<file path="config.mk">
export PLATFORM = sky130hd
export DESIGN_NAME = flash_cmd_decoder
export DESIGN_NICKNAME = d
export VERILOG_FILES = /design/src/rtl/fcd_pkg.sv /design/src/rtl/fcd_match.sv /design/src/rtl/fcd_seq.sv /design/src/rtl/fcd_idrom.sv /design/src/rtl/flash_cmd_decoder.sv
export SDC_FILE = /design/constraint.sdc
export NUM_CORES = 1
export LEC_CHECK = 0
export ABC_CLOCK_PERIOD_IN_PS = 2800
export BUFFER_PORTS_ARGS = -buffer_cell sky130_fd_sc_hd__buf_2
export CAP_MARGIN = 0
export CORE_MARGIN = 10
export CORE_UTILIZATION = 25
export DETAILED_ROUTE_END_ITERATION = 8
export PLACE_DENSITY = 0.57
export SLEW_MARGIN = 20
export SYNTH_ARGS = -nofsm -noshare
export SYNTH_HDL_FRONTEND = slang
export SYNTH_SLANG_ARGS = --single-unit
export TNS_END_PERCENT = 5
</file>
<file path="constraint.sdc">
create_clock -name clk -period 2.8 [get_ports clk]
set_clock_uncertainty 0.2 [all_clocks]
set_input_delay 0.14 -clock clk [delete_from_list [all_inputs] [get_ports clk]]
set_output_delay 0.14 -clock clk [all_outputs]
set_load 0.01 [all_outputs]
</file>
<file path="src/rtl/fcd_pkg.sv">
package fcd_pkg;
  typedef enum logic [2:0] {
    S_IDLE, S_UNL1, S_UNL2, S_PARM, S_ERS1, S_ERS2, S_ERS3
  } seq_state_t;

  typedef enum logic [1:0] {
    RM_ARRAY = 2'd0,
    RM_IDENT = 2'd1,
    RM_QUERY = 2'd2
  } read_mode_t;

  localparam logic [7:0] CODE_UNLOCK_A = 8'hAA;
  localparam logic [7:0] CODE_UNLOCK_B = 8'h55;
  localparam logic [7:0] CODE_PROG     = 8'hA0;
  localparam logic [7:0] CODE_ERASE    = 8'h80;
  localparam logic [7:0] CODE_IDENT    = 8'h90;
  localparam logic [7:0] CODE_QUERY    = 8'h98;
  localparam logic [7:0] CODE_EXIT     = 8'hF0;
  localparam logic [7:0] CODE_SECT     = 8'h30;
  localparam logic [7:0] CODE_BLK      = 8'h50;
  localparam logic [7:0] CODE_CHIP     = 8'h10;

  typedef struct packed {
    logic at_first;
    logic at_second;
    logic is_unl_a;
    logic is_unl_b;
    logic is_prog;
    logic is_erase;
    logic is_ident;
    logic is_query;
    logic is_exit;
    logic is_sect;
    logic is_blk;
    logic is_chip;
  } cmd_flags_t;
endpackage

</file>
<file path="src/rtl/fcd_match.sv">
module fcd_match
  import fcd_pkg::*;
#(
  parameter int ADDR_W     = 20,
  parameter int DATA_W     = 16,
  parameter int CMD_ADDR_W = 15,
  parameter logic [CMD_ADDR_W-1:0] FIRST_ADDR  = 15'h5555,
  parameter logic [CMD_ADDR_W-1:0] SECOND_ADDR = 15'h2AAA
) (
  input  logic [ADDR_W-1:0] addr,
  input  logic [DATA_W-1:0] data,
  output cmd_flags_t        flags
);
  logic [CMD_ADDR_W-1:0] low_addr;
  logic [7:0]            low_byte;

  assign low_addr = addr[CMD_ADDR_W-1:0];
  assign low_byte = data[7:0];

  always_comb begin
    flags.at_first  = (low_addr == FIRST_ADDR);
    flags.at_second = (low_addr == SECOND_ADDR);
    flags.is_unl_a  = (low_byte == CODE_UNLOCK_A);
    flags.is_unl_b  = (low_byte == CODE_UNLOCK_B);
    flags.is_prog   = (low_byte == CODE_PROG);
    flags.is_erase  = (low_byte == CODE_ERASE);
    flags.is_ident  = (low_byte == CODE_IDENT);
    flags.is_query  = (low_byte == CODE_QUERY);
    flags.is_exit   = (low_byte == CODE_EXIT);
    flags.is_sect   = (low_byte == CODE_SECT);
    flags.is_blk    = (low_byte == CODE_BLK);
    flags.is_chip   = (low_byte == CODE_CHIP);
  end
endmodule

</file>
<file path="src/rtl/fcd_seq.sv">
module fcd_seq
  import fcd_pkg::*;
#(
  parameter int ADDR_W = 20,
  parameter int DATA_W = 16
) (
  input  logic              clk,
  input  logic              rst,
  input  logic              wr_en,
  input  logic [ADDR_W-1:0] wr_addr,
  input  logic [DATA_W-1:0] wr_data,
  input  logic              busy,
  input  cmd_flags_t        flags,
  output logic              prog_start,
  output logic              sect_start,
  output logic              blk_start,
  output logic              chip_start,
  output logic [ADDR_W-1:0] op_addr,
  output logic [DATA_W-1:0] op_data,
  output read_mode_t        mode
);
  seq_state_t state_q;
  logic       take;

  assign take = wr_en && !busy;

  always_ff @(posedge clk) begin
    if (rst) begin
      state_q    <= S_IDLE;
      mode       <= RM_ARRAY;
      prog_start <= 1'b0;
      sect_start <= 1'b0;
      blk_start  <= 1'b0;
      chip_start <= 1'b0;
      op_addr    <= '0;
      op_data    <= '0;
    end else begin
      prog_start <= 1'b0;
      sect_start <= 1'b0;
      blk_start  <= 1'b0;
      chip_start <= 1'b0;
      if (take) begin
        // default outcome of any non-matching step: abort to idle, array reads
        state_q <= S_IDLE;
        mode    <= RM_ARRAY;
        unique case (state_q)
          S_IDLE: if (flags.is_unl_a && flags.at_first) begin
            state_q <= S_UNL1;
            mode    <= mode;
          end
          S_UNL1: if (flags.is_unl_b && flags.at_second) begin
            state_q <= S_UNL2;
            mode    <= mode;
          end
          S_UNL2: if (flags.at_first) begin
            if (flags.is_prog) begin
              state_q <= S_PARM;
              mode    <= mode;
            end else if (flags.is_erase) begin
              state_q <= S_ERS1;
              mode    <= mode;
            end else if (flags.is_ident) begin
              mode    <= RM_IDENT;
            end else if (flags.is_query) begin
              mode    <= RM_QUERY;
            end
          end
          S_PARM: begin
            prog_start <= 1'b1;
            op_addr    <= wr_addr;
            op_data    <= wr_data;
          end
          S_ERS1: if (flags.is_unl_a && flags.at_first) begin
            state_q <= S_ERS2;
            mode    <= mode;
          end
          S_ERS2: if (flags.is_unl_b && flags.at_second) begin
            state_q <= S_ERS3;
            mode    <= mode;
          end
          S_ERS3: begin
            if (flags.is_sect) begin
              sect_start <= 1'b1;
              op_addr    <= wr_addr;
            end else if (flags.is_blk) begin
              blk_start  <= 1'b1;
              op_addr    <= wr_addr;
            end else if (flags.is_chip && flags.at_first) begin
              chip_start <= 1'b1;
              op_addr    <= wr_addr;
            end
          end
          default: ;
        endcase
      end
    end
  end

  // never two starts at once
  a_r12_one_start: assert property (@(posedge clk) disable iff (rst)
    $onehot0({prog_start, sect_start, blk_start, chip_start}));

  // a start never repeats on the following clock
  a_r12_single_clock: assert property (@(posedge clk) disable iff (rst)
    (prog_start || sect_start || blk_start || chip_start) |=>
      !(prog_start || sect_start || blk_start || chip_start));

  // a busy cycle leaves sequence state and mode untouched
  a_r11_busy_hold: assert property (@(posedge clk) disable iff (rst)
    busy |=> ($stable(state_q) && $stable(mode)));

  // program only follows an accepted write in the armed state
  a_r2_prog_from_arm: assert property (@(posedge clk) disable iff (rst)
    prog_start |-> ($past(state_q) == S_PARM && $past(take)));
endmodule

</file>
<file path="src/rtl/fcd_idrom.sv">
module fcd_idrom
  import fcd_pkg::*;
#(
  parameter int ADDR_W = 20,
  parameter int DATA_W = 16,
  parameter logic [DATA_W-1:0] MFR_WORD = 16'h00BF,
  parameter logic [DATA_W-1:0] DEV_WORD = 16'h2782
) (
  input  logic              clk,
  input  logic              rst,
  input  read_mode_t        mode,
  input  logic [ADDR_W-1:0] rd_addr,
  output logic              id_valid,
  output logic [DATA_W-1:0] id_word
);
  logic hit;

  assign hit = (mode == RM_IDENT) && (rd_addr[ADDR_W-1:1] == '0);

  always_ff @(posedge clk) begin
    if (rst) begin
      id_valid <= 1'b0;
      id_word  <= '0;
    end else begin
      id_valid <= hit;
      id_word  <= !hit ? '0 : (rd_addr[0] ? DEV_WORD : MFR_WORD);
    end
  end

  // a valid identification word only follows identification mode
  a_r6_valid_needs_ident: assert property (@(posedge clk) disable iff (rst)
    id_valid |-> ($past(mode) == RM_IDENT));
endmodule

</file>
<file path="src/rtl/flash_cmd_decoder.sv">
module flash_cmd_decoder
  import fcd_pkg::*;
#(
  parameter int ADDR_W     = 20,
  parameter int DATA_W     = 16,
  parameter int CMD_ADDR_W = 15,
  parameter int SECT_LSB   = 11,
  parameter int BLK_LSB    = 15,
  parameter logic [CMD_ADDR_W-1:0] FIRST_ADDR  = 15'h5555,
  parameter logic [CMD_ADDR_W-1:0] SECOND_ADDR = 15'h2AAA,
  parameter logic [DATA_W-1:0]     MFR_WORD    = 16'h00BF,
  parameter logic [DATA_W-1:0]     DEV_WORD    = 16'h2782,
  localparam int SECT_W = ADDR_W - SECT_LSB,
  localparam int BLK_W  = ADDR_W - BLK_LSB
) (
  input  logic              clk,
  input  logic              rst,
  input  logic              wr_en,
  input  logic [ADDR_W-1:0] wr_addr,
  input  logic [DATA_W-1:0] wr_data,
  input  logic              busy,
  input  logic [ADDR_W-1:0] rd_addr,
  output logic              prog_start,
  output logic              sect_erase_start,
  output logic              blk_erase_start,
  output logic              chip_erase_start,
  output logic [ADDR_W-1:0] op_addr,
  output logic [DATA_W-1:0] op_data,
  output logic [SECT_W-1:0] op_sector,
  output logic [BLK_W-1:0]  op_block,
  output logic [1:0]        read_mode,
  output logic              id_valid,
  output logic [DATA_W-1:0] id_word
);
  cmd_flags_t flags;
  read_mode_t mode;

  fcd_match #(
    .ADDR_W(ADDR_W), .DATA_W(DATA_W), .CMD_ADDR_W(CMD_ADDR_W),
    .FIRST_ADDR(FIRST_ADDR), .SECOND_ADDR(SECOND_ADDR)
  ) u_match (
    .addr(wr_addr), .data(wr_data), .flags(flags)
  );

  fcd_seq #(.ADDR_W(ADDR_W), .DATA_W(DATA_W)) u_seq (
    .clk(clk), .rst(rst), .wr_en(wr_en), .wr_addr(wr_addr),
    .wr_data(wr_data), .busy(busy), .flags(flags),
    .prog_start(prog_start), .sect_start(sect_erase_start),
    .blk_start(blk_erase_start), .chip_start(chip_erase_start),
    .op_addr(op_addr), .op_data(op_data), .mode(mode)
  );

  fcd_idrom #(
    .ADDR_W(ADDR_W), .DATA_W(DATA_W), .MFR_WORD(MFR_WORD), .DEV_WORD(DEV_WORD)
  ) u_idrom (
    .clk(clk), .rst(rst), .mode(mode), .rd_addr(rd_addr),
    .id_valid(id_valid), .id_word(id_word)
  );

  assign op_sector = op_addr[ADDR_W-1:SECT_LSB];
  assign op_block  = op_addr[ADDR_W-1:BLK_LSB];
  assign read_mode = mode;
endmodule

</file>
Yosys cells after proc, flatten, opt, wreduce, memory -nomap -nowiden
Index checks and enable logic that the tools add are counted.
Word-level totals
  flip-flop bits (word level): 62
  input port bits: 60
  output and inout bits: 73
  word-level logic and storage cells: 80
Cells by class
  equal/unequal tests: 23
  muxes and demuxes: 25
  bitwise gates (word level): 3
  reduce and logical (&&, ||, !) cells: 19
Operators by type and width (count)
  2-to-1 mux 20 bit: 3
  equality test 8 bit (second input constant): 5
  case mux 20 bit (2 select lines): 1
  zero test 19 bit: 1
  equality test 8 x 7 -> 1 bit (second input constant): 2
  2-to-1 mux 2 bit: 8
  equality test 15 x 14 -> 1 bit (second input constant): 1
  equality test 15 bit (second input constant): 1
  2-to-1 mux 3 bit: 5
  case mux 3 bit (5 select lines): 1
  2-to-1 mux 14 bit: 1
  equality test 3 bit (second input constant): 3
  equality test 8 x 5 -> 1 bit (second input constant): 1
  equality test 8 x 6 -> 1 bit (second input constant): 1
  OR reduction 2 bit: 4
  equality test 3 x 2 -> 1 bit (second input constant): 2
  != test 3 bit (second input constant): 2
  case mux 2 bit (3 select lines): 1
  logical AND 1 bit: 5
  2-to-1 mux 1 bit: 5
  AND reduction 5 bit: 1
  OR reduction 5 bit: 1
  != test 2 bit (second input constant): 2
  != test 4 x 3 -> 1 bit (second input constant): 1
  10 further kinds: 12

Logic depth before layout (Yosys ltp)
  depth after elaboration: 7
  depth in mapped cells: 8

Modules after synthesis
Synthesis repeated with hierarchy kept, for this count alone.
Unflattened totals
  cell total of the unflattened synthesis: 293
  area, all modules: 2427.3 µm²
By module, submodules not included
  fcd_seq: instances 1, cells each 217, area an instance 1833.0 µm², sequential area each 900.9 µm²
  fcd_idrom: instances 1, cells each 31, area an instance 259.0 µm², sequential area each 80.1 µm²
  fcd_match: instances 1, cells each 31, area an instance 230.2 µm², sequential area each 0.0 µm²
  flash_cmd_decoder: instances 1, cells each 14, area an instance 105.1 µm², sequential area each 0.0 µm²

Least setup slack after synthesis
No wires, ideal clock.
  path kind: flip-flop to flip-flop
  start: reg u_seq.state_q[1]
  end: reg u_seq.op_addr[0]
  library setup time: 58 ps
  arrival: 2081 ps
  data required time: 2542 ps
  slack: 461 ps
  cell stages (with the launch flop): 8
  path buffers: 2
  clock period less this slack: 2339 ps
  cells stage by stage: dfxtp_1 -> and3b_1 -> clkbuf_1 -> or4b_1 -> or3b_1 -> and3b_2 -> buf_6 -> a221o_2
Between the ends
  word-level cells in the longest chain between the ends: 3
RTL lines
  start, declared: line fcd_seq.sv:22  | seq_state_t state_q;
  start signal, assigned: line fcd_seq.sv:29  | state_q <= S_IDLE;
  start signal, assigned: line fcd_seq.sv:44  | state_q <= S_IDLE;
  start signal, assigned: line fcd_seq.sv:48  | state_q <= S_UNL1;
  equality test 3 bit / equality test 3 x 2 -> 1 bit (equally long branches): line fcd_seq.sv:46  | unique case (state_q)
  != test 4 x 3 -> 1 bit (no line) / nonzero test 2 bit (equally long branches)
  AND reduction 3 bit (no line)
  end signal, assigned: line fcd_seq.sv:70  | op_addr <= wr_addr;
  end signal, assigned: line fcd_seq.sv:84  | op_addr <= wr_addr;
  end signal, assigned: line fcd_seq.sv:87  | op_addr <= wr_addr;
  end, declared: line fcd_seq.sv:18  | output logic [ADDR_W-1:0] op_addr,
Several ways; a longest one is shown, not always the timed one.
A chain may end at the register's enable or synchronous reset.

Final worst setup path
  start: reg u_seq.state_q[0]
  end: reg u_seq.op_data[2]
Between the ends
  word-level cells in the longest chain between the ends: 2
RTL lines
  equality test 3 x 2 -> 1 bit: line fcd_seq.sv:46
  AND reduction 2 bit (no line)
  end signal, assigned: line fcd_seq.sv:71  | op_data <= wr_data;
  end, declared: line fcd_seq.sv:19  | output logic [DATA_W-1:0] op_data,
No other way between the ends.

==> impl_metrics.toml <==
[run_status]
outcome = "finished clean"

[global_routing]
grt_pass1_wl_mm = 15.3
grt_pass1_vias = 2957
grt_max_degree = 44
grtUsageTotal_pct = 12.4
antenna_found_initial = 0
grt_remaining_overflow = 0

[cts]
clock_sinks = 49
root_buffer = "clkbuf_8"
post-cts-setup-buffers = 0
cts_tree = "built"
clkTransAtPathRegs_ps = 90
clock_path_buffers = 2
htreeDepth = 2
insertion_delay_ps = 300
cts_buffers = 5

[sta]
max_slew_margin_pct = 29.2
slew_viol_final = 0
setup_ws_ps = 226
rsz0062_at_grt = "no"
final.period_utilization_pct = 91.9
max_freq_mhz = 388
setup_viol = 0
period_needed_ps = 2570
tightest_slew_ps = 1060
hold_violations = 0
fin_tns_setup_ps = 0

[placed_design]
gp_congestion = 0.869
dpl.hpwl_mm = 6.99
dp_worst_setup_slack_ps = 25.1
io_buffers = 127

[setup_path]
cp_cell_sequence = "buf_4, and4b_2, nor2b_1, buf_4, nand2_1, dlygate4sd3_1, a21oi_1"
crit_required_ps = 2840
crit_path_max_incr_delay_ps = 550
slowest_stage = "dlygate4sd3_1"
path_buf_inv = 3
crit_arrival_ps = 2610
crit_top_cell = "buf_4"
setup.worst_path.class = "register to register"
reg2reg_depth = 7
crit_fanout = 31
cp-end-kind = "register"
cp_top_family = "buffers and inverters"
crit_path_start_kind = "register"
worst-path-stages = 7

[finish]
antenna_cells = 0
nets = 521
drive_gt1_share_pct = 35.8
synthToLayoutAreaGrowth_pct = 42.6

[die]
die_w_um = 123
die_y_um = 123
core_area_mm2 = 0.0104
start_util_pct = 25.8
pin_count = 133
rows = 37
die_area_mm2 = 0.0152

[power_and_ir_drop]
power_leakage_nw = 1.78
powerDensity_mw_per_mm2 = 354
max-vdd-ir-drop_mv = 0.192
finalPower_mw = 1.35

[routing]
wl_per_cell_um = 16.5
vias = 2896
viasPerCell = 4.85
routed_wl_mm = 9.84
postRouteAntennaNets = 0
first_pass_iters = 4
drt_iter0_markers = 129
drc_errors = 0

[logic_synthesis]
ys_seq_elements = 49
synth.largest_area_cell = "dfxtp_1"
syn_inst = 321
ys_seq_area_share_pct = 36.7
yosys_warnings = 0
synth_area_leaders = "dfxtp_1, a221o_2, buf_4, a2bb2oi_1, a21oi_1"
syn-cell-area_mm2 = 0.00267
avgSynthCellArea_um2 = 8.33
yosysTopAreaCellShare_pct = 36.7
synth_edf_count = 0
synthArstFlopShare_pct = 0
synth_flop_cell = "dfxtp_1"
ys_types = 36

[job]
cap_violations = 0

[worst_hold_path]
whs_path_depth = 4
hold_path_class = "input pin to register"
kinds of logic after synthesis:
| group | Yosys count | synth area share [%] |
|---|---|---|
| simple gates | 134 | 27.1 |
| compound gates | 85 | 24.2 |
| buf+inv | 51 | 11.5 |
| flops | 49 | 36.7 |
| mux | 1 | 0.374 |
| other cells | 1 | 0.140 |
layer usage:
| layer | up-vias | global-route usage, % | wire length, um | part of all wire, % |
|---|---|---|---|---|
| met5 | - | 0 | 0 | 0 |
| met4 | 0 | 3.28 | 118 | 1.2 |
| met3 | 11 | 3.74 | 1020 | 10 |
| met2 | 114 | 21.5 | 4620 | 47 |
| met1 | 1360 | 14.6 | 4080 | 41 |
| li1 | 1411 | - | - | - |
through the flow:
stage / cells / hold WS (ps) / util (%) / area (um^2)
CTS: 597 / 15.9 / 36.8 / 3810
global placement: 543 / 124 / 31.2 / 3240
finish: 597 / 35.7 / 36.8 / 3810
global route: 597 / 50.5 / 36.8 / 3810
detailed placement: 543 / 123 / 31.2 / 3240
floorplan: 325 / 16.1 / - / 2690
cell usage after synthesis, types with 4 or more instances:
master / n
nor2b_1: 22
dfxtp_1: 49
nand4_1: 4
buf_4: 27
a221o_2: 20
a21oi_1: 33
a2bb2oi_1: 20
nor3_1: 4
nand2b_1: 6
nand2_1: 39
clkbuf_1: 22
nor4_1: 6
nor2_1: 29
a31oi_1: 7
where the power goes:
group          switching, mW  total (mW)  internal, mW
clock network          0.243       0.504         0.260
logic                 0.0681       0.149        0.0807
registers           0.000304       0.697         0.697
total                  0.312        1.35          1.04
layout by cell type, fill, tap and decap left out, types with 2 or more instances in the layout:
master / synthesis / final
buf_2: 0 / 127
o32ai_1: 2 / 2
nor4b_1: 2 / 2
nor2_1: 29 / 29
nand4_1: 4 / 4
nor4bb_1: 3 / 3
a2bb2oi_1: 20 / 20
nor3b_1: 2 / 2
or4_1: 2 / 2
nor2b_1: 22 / 22
a21oi_1: 33 / 33
nor3_1: 4 / 4
and4b_1: 3 / 2
a221o_2: 20 / 20
conb_1: 1 / 5
dfxtp_1: 49 / 49
clkbuf_8: 0 / 5
a31oi_1: 7 / 6
buf_4: 27 / 6
nand3_1: 2 / 2
nand2_1: 39 / 39
nand2b_1: 6 / 6
and3b_1: 2 / 2
dlygate4sd3_1: 0 / 47
nor4_1: 6 / 6
worst reg2reg max path: cells and delay by family, from the launching register on:
| kind | cells | cell delay, ps |
|---|---|---|
| AOI/OAI and AO/OA | 1 | 120 |
| buffers and inverters | 3 | 1100 |
| DFF | 1 | 330 |
| and+or+nand+nor | 3 | 780 |
worst paths after layout:
kind	end	startpoint	slack [ps]
setup / recovery	u_seq.op_data[2]$_SDFFE_PP0P_	u_seq.state_q[0]$_SDFFE_PP0P_	230
hold / removal	u_seq.state_q[2]$_SDFFE_PP0P_	busy	40
setup reg to reg	u_seq.op_data[2]$_SDFFE_PP0P_	u_seq.state_q[0]$_SDFFE_PP0P_	230
hold reg to reg	u_seq.op_data[1]$_SDFFE_PP0P_	u_seq.op_data[1]$_SDFFE_PP0P_	260
registers in the layout (all words and copies together), names as in the netlist, 2 cells and up:
name and flops:
u_seq.op_addr 20, u_seq.op_data 16, u_idrom.id_word 3, u_seq.state_q 3
u_seq.mode 2
timing repair:
action | in CTS | in global routing
endpoints found under the setup margin | 0 | 1
hold endpoints to repair | 46 | 0
resized for setup | 0 | 1
hold buffers | 47 | 0
final cells by class:
type | instances | area, um^2
fillers | 1089 | 6560
multi-input cells | 225 | 1410
repair buffers | 180 | 1150
flip-flops and latches | 49 | 981
well taps | 136 | 170
clock buffers | 5 | 68.8
clock inverters | 2 | 35.0
No activity file was read; power rests on OpenSTA's default activity.
